## config.mk

```make
export PLATFORM = sky130hd
export DESIGN_NAME = halt_wake_ctrl
export DESIGN_NICKNAME = d
export VERILOG_FILES = /design/src/rtl/halt_ctl_pkg.sv /design/src/rtl/irq_wake_detect.sv /design/src/rtl/halt_timer.sv /design/src/rtl/halt_fsm.sv /design/src/rtl/halt_wake_ctrl.sv
export SDC_FILE = /design/constraint.sdc
export NUM_CORES = 1
export LEC_CHECK = 0
export BUFFER_PORTS_ARGS = -buffer_cell sky130_fd_sc_hd__buf_2
export CORE_AREA = 3 3 40 42
export CTS_CLUSTER_DIAMETER = 60
export DETAILED_ROUTE_END_ITERATION = 10
export DIE_AREA = 0 0 43 45
export REMOVE_ABC_BUFFERS = 1
export SLEW_MARGIN = 20
export SYNTH_ARGS = -nofsm -noshare
export SYNTH_HDL_FRONTEND = slang
export SYNTH_SLANG_ARGS = --single-unit
```

## constraint.sdc

```tcl
create_clock -name clk -period 1.3 [get_ports clk]
set_input_delay 0.13 -clock clk [delete_from_list [all_inputs] [get_ports clk]]
set_output_delay 0.13 -clock clk [all_outputs]
set_load 0.05 [all_outputs]
```

## src/rtl/halt_ctl_pkg.sv

```systemverilog
package halt_ctl_pkg;

    localparam int HALT_IRQ_W = 5;
    localparam int HALT_CNT_W = 2;

    typedef enum logic [2:0] {
        HS_RUN,
        HS_HALT,
        HS_GLITCH,
        HS_WAKE,
        HS_DMA_WAIT,
        HS_EARLY_GO,
        HS_GAP,
        HS_LATE_GO
    } halt_state_e;

    typedef struct packed {
        logic wake;
        logic pc_hold;
        logic ret_dec;
        logic irq_take;
        logic resume;
        logic hdma_go;
    } halt_out_t;

    // Per-state output decode; ime and pend are sampled live.
    function automatic halt_out_t decode_out(halt_state_e st, logic ime, logic pend,
                                             logic dma_first, logic dma_any);
        halt_out_t o;
        o = '0;
        case (st)
            HS_GLITCH: begin
                o.wake     = 1'b1;
                o.pc_hold  = 1'b1;
                o.ret_dec  = ime;
                o.irq_take = ime;
                o.resume   = ~ime;
            end
            HS_WAKE: begin
                o.wake = 1'b1;
                if (dma_any) begin
                    o.hdma_go = 1'b1;
                    o.pc_hold = dma_first;
                end else begin
                    o.irq_take = ime;
                    o.resume   = ~ime;
                end
            end
            HS_EARLY_GO: o.resume = 1'b1;
            HS_LATE_GO: begin
                o.irq_take = ime & pend;
                o.resume   = ~(ime & pend);
            end
            default: o = '0;
        endcase
        return o;
    endfunction

endpackage

```

## src/rtl/irq_wake_detect.sv

```systemverilog
module irq_wake_detect #(
    parameter int NUM_IRQ     = halt_ctl_pkg::HALT_IRQ_W,
    parameter int LATE_DETECT = 0
) (
    input  logic               clk,
    input  logic               rst,
    input  logic [NUM_IRQ-1:0] irq_flags,
    input  logic [NUM_IRQ-1:0] irq_enable,
    input  logic               early_window,
    output logic               pend,
    output logic               wake_cond
);
    logic [NUM_IRQ-1:0] masked;
    logic               pend_q;

    assign masked = irq_flags & irq_enable;
    assign pend   = |masked;

    always_ff @(posedge clk) begin
        if (rst) pend_q <= 1'b0;
        else     pend_q <= pend;
    end

    generate
        if (LATE_DETECT != 0) begin : g_late
            // Lagged view once past the first two halted cycles.
            assign wake_cond = early_window ? pend : pend_q;
        end else begin : g_early
            assign wake_cond = pend;
        end
    endgenerate

    AST_WAKE_HAS_SOURCE: assert property (@(posedge clk) disable iff (rst)
        wake_cond |-> (pend || pend_q)) else $error("wake without request");
    AST_WINDOW_IMMEDIATE: assert property (@(posedge clk) disable iff (rst)
        (early_window && pend) |-> wake_cond) else $error("early window lag");

endmodule

```

## src/rtl/halt_timer.sv

```systemverilog
module halt_timer #(
    parameter int CNT_W = halt_ctl_pkg::HALT_CNT_W
) (
    input  logic clk,
    input  logic rst,
    input  logic enter,
    input  logic in_halt,
    input  logic hdma_trig,
    output logic early_window,
    output logic dma_first,
    output logic dma_later
);
    localparam logic [CNT_W-1:0] CNT_MAX = '1;
    localparam logic [CNT_W-1:0] WIN_END = CNT_W'(2);

    logic [CNT_W-1:0] cnt;

    assign early_window = cnt < WIN_END;

    always_ff @(posedge clk) begin
        if (rst) begin
            cnt       <= '0;
            dma_first <= 1'b0;
            dma_later <= 1'b0;
        end else if (enter) begin
            cnt       <= '0;
            dma_first <= 1'b0;
            dma_later <= 1'b0;
        end else if (in_halt) begin
            if (cnt != CNT_MAX) cnt <= cnt + 1'b1;
            if (hdma_trig) begin
                if (cnt == '0) dma_first <= 1'b1;
                else           dma_later <= 1'b1;
            end
        end
    end

    AST_FIRST_ONLY_AT_ZERO: assert property (@(posedge clk) disable iff (rst)
        $rose(dma_first) |-> $past(in_halt && hdma_trig)) else $error("first flag");
    AST_TRIG_OUTSIDE_IGNORED: assert property (@(posedge clk) disable iff (rst)
        (!in_halt && !enter) |=> ($stable(dma_first) && $stable(dma_later))) else $error("stray trig");

endmodule

```

## src/rtl/halt_fsm.sv

```systemverilog
module halt_fsm
    import halt_ctl_pkg::*;
(
    input  logic      clk,
    input  logic      rst,
    input  logic      halt_op,
    input  logic      ime,
    input  logic      pend,
    input  logic      wake_cond,
    input  logic      dma_first,
    input  logic      dma_later,
    input  logic      hdma_busy,
    output logic      enter,
    output logic      in_halt,
    output halt_out_t outs
);
    halt_state_e st, st_nx;
    logic        dma_any;

    assign dma_any = dma_first | dma_later;
    assign enter   = (st == HS_RUN) && halt_op && !pend;
    assign in_halt = (st == HS_HALT);
    assign outs    = decode_out(st, ime, pend, dma_first, dma_any);

    always_comb begin
        st_nx = st;
        case (st)
            HS_RUN:      if (halt_op) st_nx = pend ? HS_GLITCH : HS_HALT;
            HS_HALT:     if (wake_cond) st_nx = HS_WAKE;
            HS_GLITCH:   st_nx = HS_RUN;
            HS_WAKE:     st_nx = dma_any ? HS_DMA_WAIT : HS_RUN;
            HS_DMA_WAIT: if (!hdma_busy) st_nx = dma_first ? HS_EARLY_GO : HS_GAP;
            HS_EARLY_GO: st_nx = HS_RUN;
            HS_GAP:      st_nx = HS_LATE_GO;
            HS_LATE_GO:  st_nx = HS_RUN;
            default:     st_nx = HS_RUN;
        endcase
    end

    always_ff @(posedge clk) begin
        if (rst) st <= HS_RUN;
        else     st <= st_nx;
    end

    AST_ENTER_HALT: assert property (@(posedge clk) disable iff (rst)
        (st == HS_RUN && halt_op && !pend) |=> in_halt) else $error("no halt");
    AST_GLITCH_SKIP: assert property (@(posedge clk) disable iff (rst)
        (st == HS_RUN && halt_op && pend) |=> (outs.wake && outs.pc_hold && !in_halt)) else $error("glitch");
    AST_RETDEC_SOURCE: assert property (@(posedge clk) disable iff (rst)
        outs.ret_dec |-> ($past(halt_op) && ime)) else $error("ret_dec");
    AST_WAKE_ORIGIN: assert property (@(posedge clk) disable iff (rst)
        outs.wake |-> ($past(in_halt) || $past(halt_op))) else $error("wake origin");
    AST_EARLY_RESUME: assert property (@(posedge clk) disable iff (rst)
        (st == HS_DMA_WAIT && !hdma_busy && dma_first) |=> (outs.resume && !outs.irq_take)) else $error("early go");

endmodule

```

## src/rtl/halt_wake_ctrl.sv

```systemverilog
module halt_wake_ctrl #(
    parameter int NUM_IRQ     = halt_ctl_pkg::HALT_IRQ_W,
    parameter int LATE_DETECT = 0
) (
    input  logic               clk,
    input  logic               rst,
    input  logic               halt_op,
    input  logic [NUM_IRQ-1:0] irq_flags,
    input  logic [NUM_IRQ-1:0] irq_enable,
    input  logic               ime,
    input  logic               hdma_trig,
    input  logic               hdma_busy,
    output logic               halted,
    output logic               wake,
    output logic               pc_hold,
    output logic               ret_dec,
    output logic               irq_take,
    output logic               resume,
    output logic               hdma_go
);
    import halt_ctl_pkg::*;

    logic      pend, wake_cond, early_window;
    logic      dma_first, dma_later, enter, in_halt;
    halt_out_t outs;

    irq_wake_detect #(.NUM_IRQ(NUM_IRQ), .LATE_DETECT(LATE_DETECT)) u_detect (
        .clk(clk), .rst(rst), .irq_flags(irq_flags), .irq_enable(irq_enable),
        .early_window(early_window), .pend(pend), .wake_cond(wake_cond)
    );

    halt_timer #(.CNT_W(HALT_CNT_W)) u_timer (
        .clk(clk), .rst(rst), .enter(enter), .in_halt(in_halt), .hdma_trig(hdma_trig),
        .early_window(early_window), .dma_first(dma_first), .dma_later(dma_later)
    );

    halt_fsm u_fsm (
        .clk(clk), .rst(rst), .halt_op(halt_op), .ime(ime), .pend(pend),
        .wake_cond(wake_cond), .dma_first(dma_first), .dma_later(dma_later),
        .hdma_busy(hdma_busy), .enter(enter), .in_halt(in_halt), .outs(outs)
    );

    assign halted   = in_halt;
    assign wake     = outs.wake;
    assign pc_hold  = outs.pc_hold;
    assign ret_dec  = outs.ret_dec;
    assign irq_take = outs.irq_take;
    assign resume   = outs.resume;
    assign hdma_go  = outs.hdma_go;

endmodule

```

; ---- After elaboration in Yosys (flattened, before gate mapping)
; Index checks and enable logic that the tools add are counted.
[word_totals]
reg_bits = 7
in_bits = 16
output_inout_bits = 7
word_cells = 49
[op_classes]
n_addsub = 1
n_eq_ne = 11
muxes = 15
n_bitwise = 6
reduce_logical = 12
[ops]
columns = operator, count
row1 = $pmux W3 S6, 1
row2 = $eq A3 B3 Y1 const B, 4
row3 = $mux W3, 4
row4 = $reduce_and A3 Y1, 3
row5 = $eq A3 B2 Y1 const B, 2
row6 = $mux W2, 3
row7 = $ne A2 B2 Y1 const B, 3
row8 = $and A5 B5 Y5, 1
row9 = $reduce_or A5 Y1, 1
row10 = $mux W1, 4
row11 = $pmux W1 S4, 1
row12 = $pmux W2 S2, 1
row13 = $eq A3 B1 Y1 const B, 1
row14 = $logic_not A3 Y1, 1
row15 = $not A1 Y1, 3
row16 = $pmux W1 S3, 1
row17 = $reduce_or A3 Y1, 1
row18 = $add A2 B1 Y2 const B, 1
row19 = $logic_and A1 B1 Y1, 2
row20 = $logic_not A2 Y1, 1
row21 = $ne A2 B1 Y1 const B, 1
row22 = $reduce_and A2 Y1, 1
row23 = $reduce_or A2 Y1, 1
row24 = $and A1 B1 Y1, 1
row25 = other kinds (2), 2

; ---- Logic depth before layout (Yosys ltp)
[logic_depth]
depth_word = 5
mapped_depth = 5
mapped_depth_nobuf = 5

; ---- By module
; A second synthesis with hierarchy kept.
[unflattened]
cells_unflattened = 63
hier_area_um2 = 520.5
[by_module_without_submodules]
columns = module, n_inst, cells_per_inst, area_each_um2, seq_area_each_um2
row1 = halt_fsm, 1, 41, 315.3, 60.1
row2 = halt_timer, 1, 18, 176.4, 80.1
row3 = irq_wake_detect, 1, 4, 28.8, 0.0

; ---- Worst setup path before layout
; No wires, ideal clock.
[synth_timing]
kind = reg2reg
from = register u_fsm.st[0]
to = register u_timer.dma_later
setup_time_ns = 0.069
t_arrival_ns = 2.016
t_required_ns = 1.231
path_slack_ns = -0.785
path_stages_with_launch = 5
n_path_buf = 1
period_less_slack_ns = 2.085
path_cell_list = dfxtp_1 -> buf_2 -> nor3b_1 -> a31oi_1 -> nor2_1
[synth_between]
word_cells_on_any_way = 6
cone_classes = eq/ne (1) / reduce/logical (5)
[synth_lines]
columns = item, line
row1 = from (decl), halt_fsm.sv:17  ; halt_state_e st, st_nx;
row2 = from (signal assigned), halt_fsm.sv:42  ; else st <= st_nx;
row3 = $eq A3 B1 Y1, halt_fsm.sv:22  ; assign in_halt = (st == HS_HALT);
row4 = net halted, halt_wake_ctrl.sv:13  ; output logic halted,
row5 = $reduce_and A3 Y1 (no source line), n/a
row6 = to (signal assigned), halt_timer.sv:24  ; dma_later <= 1'b0;
row7 = to (signal assigned), halt_timer.sv:28  ; dma_later <= 1'b0;
row8 = to (signal assigned), halt_timer.sv:33  ; else dma_later <= 1'b1;
row9 = to (decl), halt_timer.sv:11  ; output logic dma_later
; The timed path passes the listed nets, and every way through them passes these cells.
; A chain may end at the register's enable or synchronous reset.

; ---- Worst setup path after layout
[layout_timing]
from = register u_fsm.st[0]
to = output resume
[layout_between]
elab_chain_cells = 2
word_cells_on_any_way = 5
cone_classes = eq/ne (4) / mux (1)
[layout_lines]
columns = item, line
row1 = $eq A3 B3 Y1 or $eq A3 B2 Y1 (tied branches), halt_ctl_pkg.sv:31  ; case (st)
row2 = $pmux W1 S4 (*), halt_ctl_pkg.sv:31
row3 = to (decl), halt_wake_ctrl.sv:18  ; output logic resume,
; Every way passes the cells marked *; elsewhere a longest branch is shown, timed or not.

==> impl_metrics.yaml <==
die:
  die_height_um: 45
  start_util: 0.368
  core_area_sq_um: 1280
  dieArea_sq_um: 1940
  core_rows: 13
  die-width_um: 43
  boundary_pins: 23
min_path:
  hold_start: "rst"
  hold_path_class: "input port to flop"
  whs_path_depth: 2
  min_delay_worst_endpoint: "u_fsm.st[2]"
outcome:
  violations_in_the_final_reports: "negative setup slack"
  outcome: "finished, violations left"
clock_network:
  path_clk_slew_ns: 0.05
  cts_root_buffer: "sky130_fd_sc_hd__clkbuf_4"
  cts_max_path_buffers: 2
  cts.sink_count: 7
  hold_buffers: 0
  cts_tree: "yes"
  cts_made_buffers: 3
  clock_tree.htree_level_count: 1
  post-cts-setup-buffer-count: 0
  clk_latency_ns: 0.24
power_and_ir_drop:
  total_power_uw: 709
  max-vdd-ir-drop_mv: 0.578
  leakage_nw: 0.347
  power-per-cell-area_nw_per_um2: 928
routing:
  vias_per_cell: 5.01
  dr.pass1.iters: 4
  violation_count_after_the_first_detailed_route_iteration: 3
  met3_wirelength_um: 71
  route.top_layer_used: "met3"
  detailed_routed_wire_length_on_met2_um: 608
  wirelength_met1_um: 532
  vias: 531
  antenna_nets_post_route: 0
  post-route-drc-count: 0
  post_drt_wl_per_cell_um: 11.4
  postRouteWirelength_mm: 1.21
finish:
  flow.area_growth_from_synthesis_pct: 61.6
  multi_input_comb_area_sq_um: 333
  sequential_cell_area_sq_um: 153
  nFillCells: 121
  n_antenna_cell: 0
  finish.net_count: 110
  layout-drive-gt1-share: 0.527
  postLayoutCellArea_sq_um: 764
sta:
  tightest_slew_ns: 0.407
  rsz_0062_raised_after_global_routing: "true"
  worst_slew_margin_relative_to_its_limit: 0.728
  fin_skew_ns: 0.00355
  post-route-period-util: 1.07
  final_setup_violation_count: 3
  final_critical_path_setup_slack_ns: -0.0896
  final_hold_fails: 0
  final_period_minus_worst_setup_slack_ns: 1.39
  max_freq_mhz: 720
  maxSlewViolCount: 0
synthesis:
  synth_seq_area_share: 0.296
  ys_async_sr_fraction: 0
  synth.top_cells.by_count: "sky130_fd_sc_hd__nor2_1, sky130_fd_sc_hd__dfxtp_1, sky130_fd_sc_hd__inv_1"
  synth.largest_area_cell: "sky130_fd_sc_hd__dfxtp_1"
  yosys_most_used_dff: "sky130_fd_sc_hd__dfxtp_1"
  yosysUniqueCellTypes: 26
  synth_area_leaders: "sky130_fd_sc_hd__dfxtp_1, sky130_fd_sc_hd__nor2_1, sky130_fd_sc_hd__ha_1"
  synth.cell_area_sq_um: 473
  synth_enable_flop_cells: 0
  netlist_instances: 59
  post_synthesis_sequential_element_count: 7
  synth_top_area_share: 0.296
  synthMostInstantiatedCell: "sky130_fd_sc_hd__nor2_1"
  synth_area_per_cell_sq_um: 8.02
  yosysWarningCount: 0
place:
  gp_congestion: 0.766
  detailed_place_hpwl_um: 975
  dpl_worst_slack_ns: -0.126
  port_buffers: 22
  placed_cell_area_sq_um: 654
worst_setup_path:
  worst_setup_path_end_kind: "output pin"
  required_ns: 1.17
  ff2ff_path_depth: 4
  critical_path_class: "flop to output pin"
  worstReg2RegStart: "u_fsm.st[1]"
  worst-endpoint-arrival_ns: 1.26
  startpoint_type: "flop"
  critical_path_peak_fanout: 9
  worst-r2r-setup-slack_ns: 0.04
  endpoint_of_the_worst_register_to_register_path: "u_timer.cnt[1]"
global_route:
  grt_pass1_wl_mm: 2.06
  global_route.overflow_total: 0
  grtUsageTotal: 0.142
  grt_max_degree: 10
  number_of_global_route_vias_before_repair: 515
  antenna_found_initial: 0
flow_run:
  max-cap-violations: 0
power breakdown:
group / internal (mW) / total, mW / switching (mW)
Combinational: 0.127 / 0.272 / 0.146
Sequential: 0.228 / 0.248 / 0.0204
Clock: 0.117 / 0.189 / 0.0720
critical path, cell delays in order (launching register included):
cell and delay [ns]:
sky130_fd_sc_hd__dfxtp_4 0.39, sky130_fd_sc_hd__o21a_1 0.19, sky130_fd_sc_hd__nor3_2 0.05, sky130_fd_sc_hd__o221a_2 0.24
sky130_fd_sc_hd__buf_8 0.15
placed cells by master (no fill, tap or decap), types with 2 or more instances in the layout:
master / instances
sky130_fd_sc_hd__buf_2: 16
sky130_fd_sc_hd__nor2_1: 8
sky130_fd_sc_hd__buf_4: 11
sky130_fd_sc_hd__buf_6: 3
sky130_fd_sc_hd__a31oi_1: 2
sky130_fd_sc_hd__dfxtp_4: 3
sky130_fd_sc_hd__nor3b_2: 2
sky130_fd_sc_hd__clkbuf_4: 3
sky130_fd_sc_hd__ha_1: 2
sky130_fd_sc_hd__nand2b_1: 3
sky130_fd_sc_hd__a21oi_1: 2
sky130_fd_sc_hd__dfxtp_1: 3
sky130_fd_sc_hd__o21a_1: 3
sky130_fd_sc_hd__inv_1: 6
sky130_fd_sc_hd__nand4_1: 2
stage by stage:
step	util	std cells	hold slack [ns]	TNS [ns]
floorplan	-	56	0.202	-2.98
global placement	0.509	102	0.339	-0.167
CTS	0.567	106	0.0683	-0.256
detailed placement	0.509	102	0.339	-0.225
finish	0.595	106	0.0729	-0.146
global route	0.595	106	0.0787	-0.498
sequential cells by signal (all words and copies together), names as in the netlist:
signal,count
u_fsm.st,3
u_timer.cnt,2
u_timer.dma_first,1
u_timer.dma_later,1
cell families after synthesis:
logic type,Yosys count,synth area share
flip-flops,7,0.296
XOR/XNOR,1,0.0185
adder cells (fa/ha/maj),2,0.0529
AND/OR/NAND/NOR,22,0.262
multiplexers,1,0.0212
buffers and inverters,9,0.0794
AO/OA/AOI/OAI,17,0.270
per-layer routing:
| layer | vias up | GRT usage |
|---|---|---|
| met3 | 0 | 0.0677 |
| met4 | 0 | 0.0482 |
| met2 | 12 | 0.231 |
| met5 | - | 0 |
| met1 | 238 | 0.166 |
| li1 | 281 | - |
cell type report:
class | instances | share of cell area
Multi-Input combinational cell | 43 | 0.435
Timing Repair Buffer | 31 | 0.277
Sequential cell | 7 | 0.200
Clock buffer | 4 | 0.0344
Inverter | 6 | 0.0295
Tap cell | 15 | 0.0245
worst max-delay path by stage:
stage / start / end / slack, ns / cells after the start
floorplan: u_fsm.st[0] / u_timer.dma_later / -0.77 / 3
global placement: irq_flags[0] / resume / -0.1 / 5
detailed placement: irq_flags[0] / resume / -0.13 / 5
CTS: u_timer.dma_later / irq_take / -0.10 / 3
global route: irq_enable[0] / irq_take / -0.15 / 6
finish: u_fsm.st[0] / resume / -0.09 / 4
timing repair:
item,in CTS,in global routing
endpoints found under the hold margin,0,0
resized for setup,16,11
endpoints found under the setup margin,7,7
pin swaps,0,5
Power figures use the tool's default switching activity.
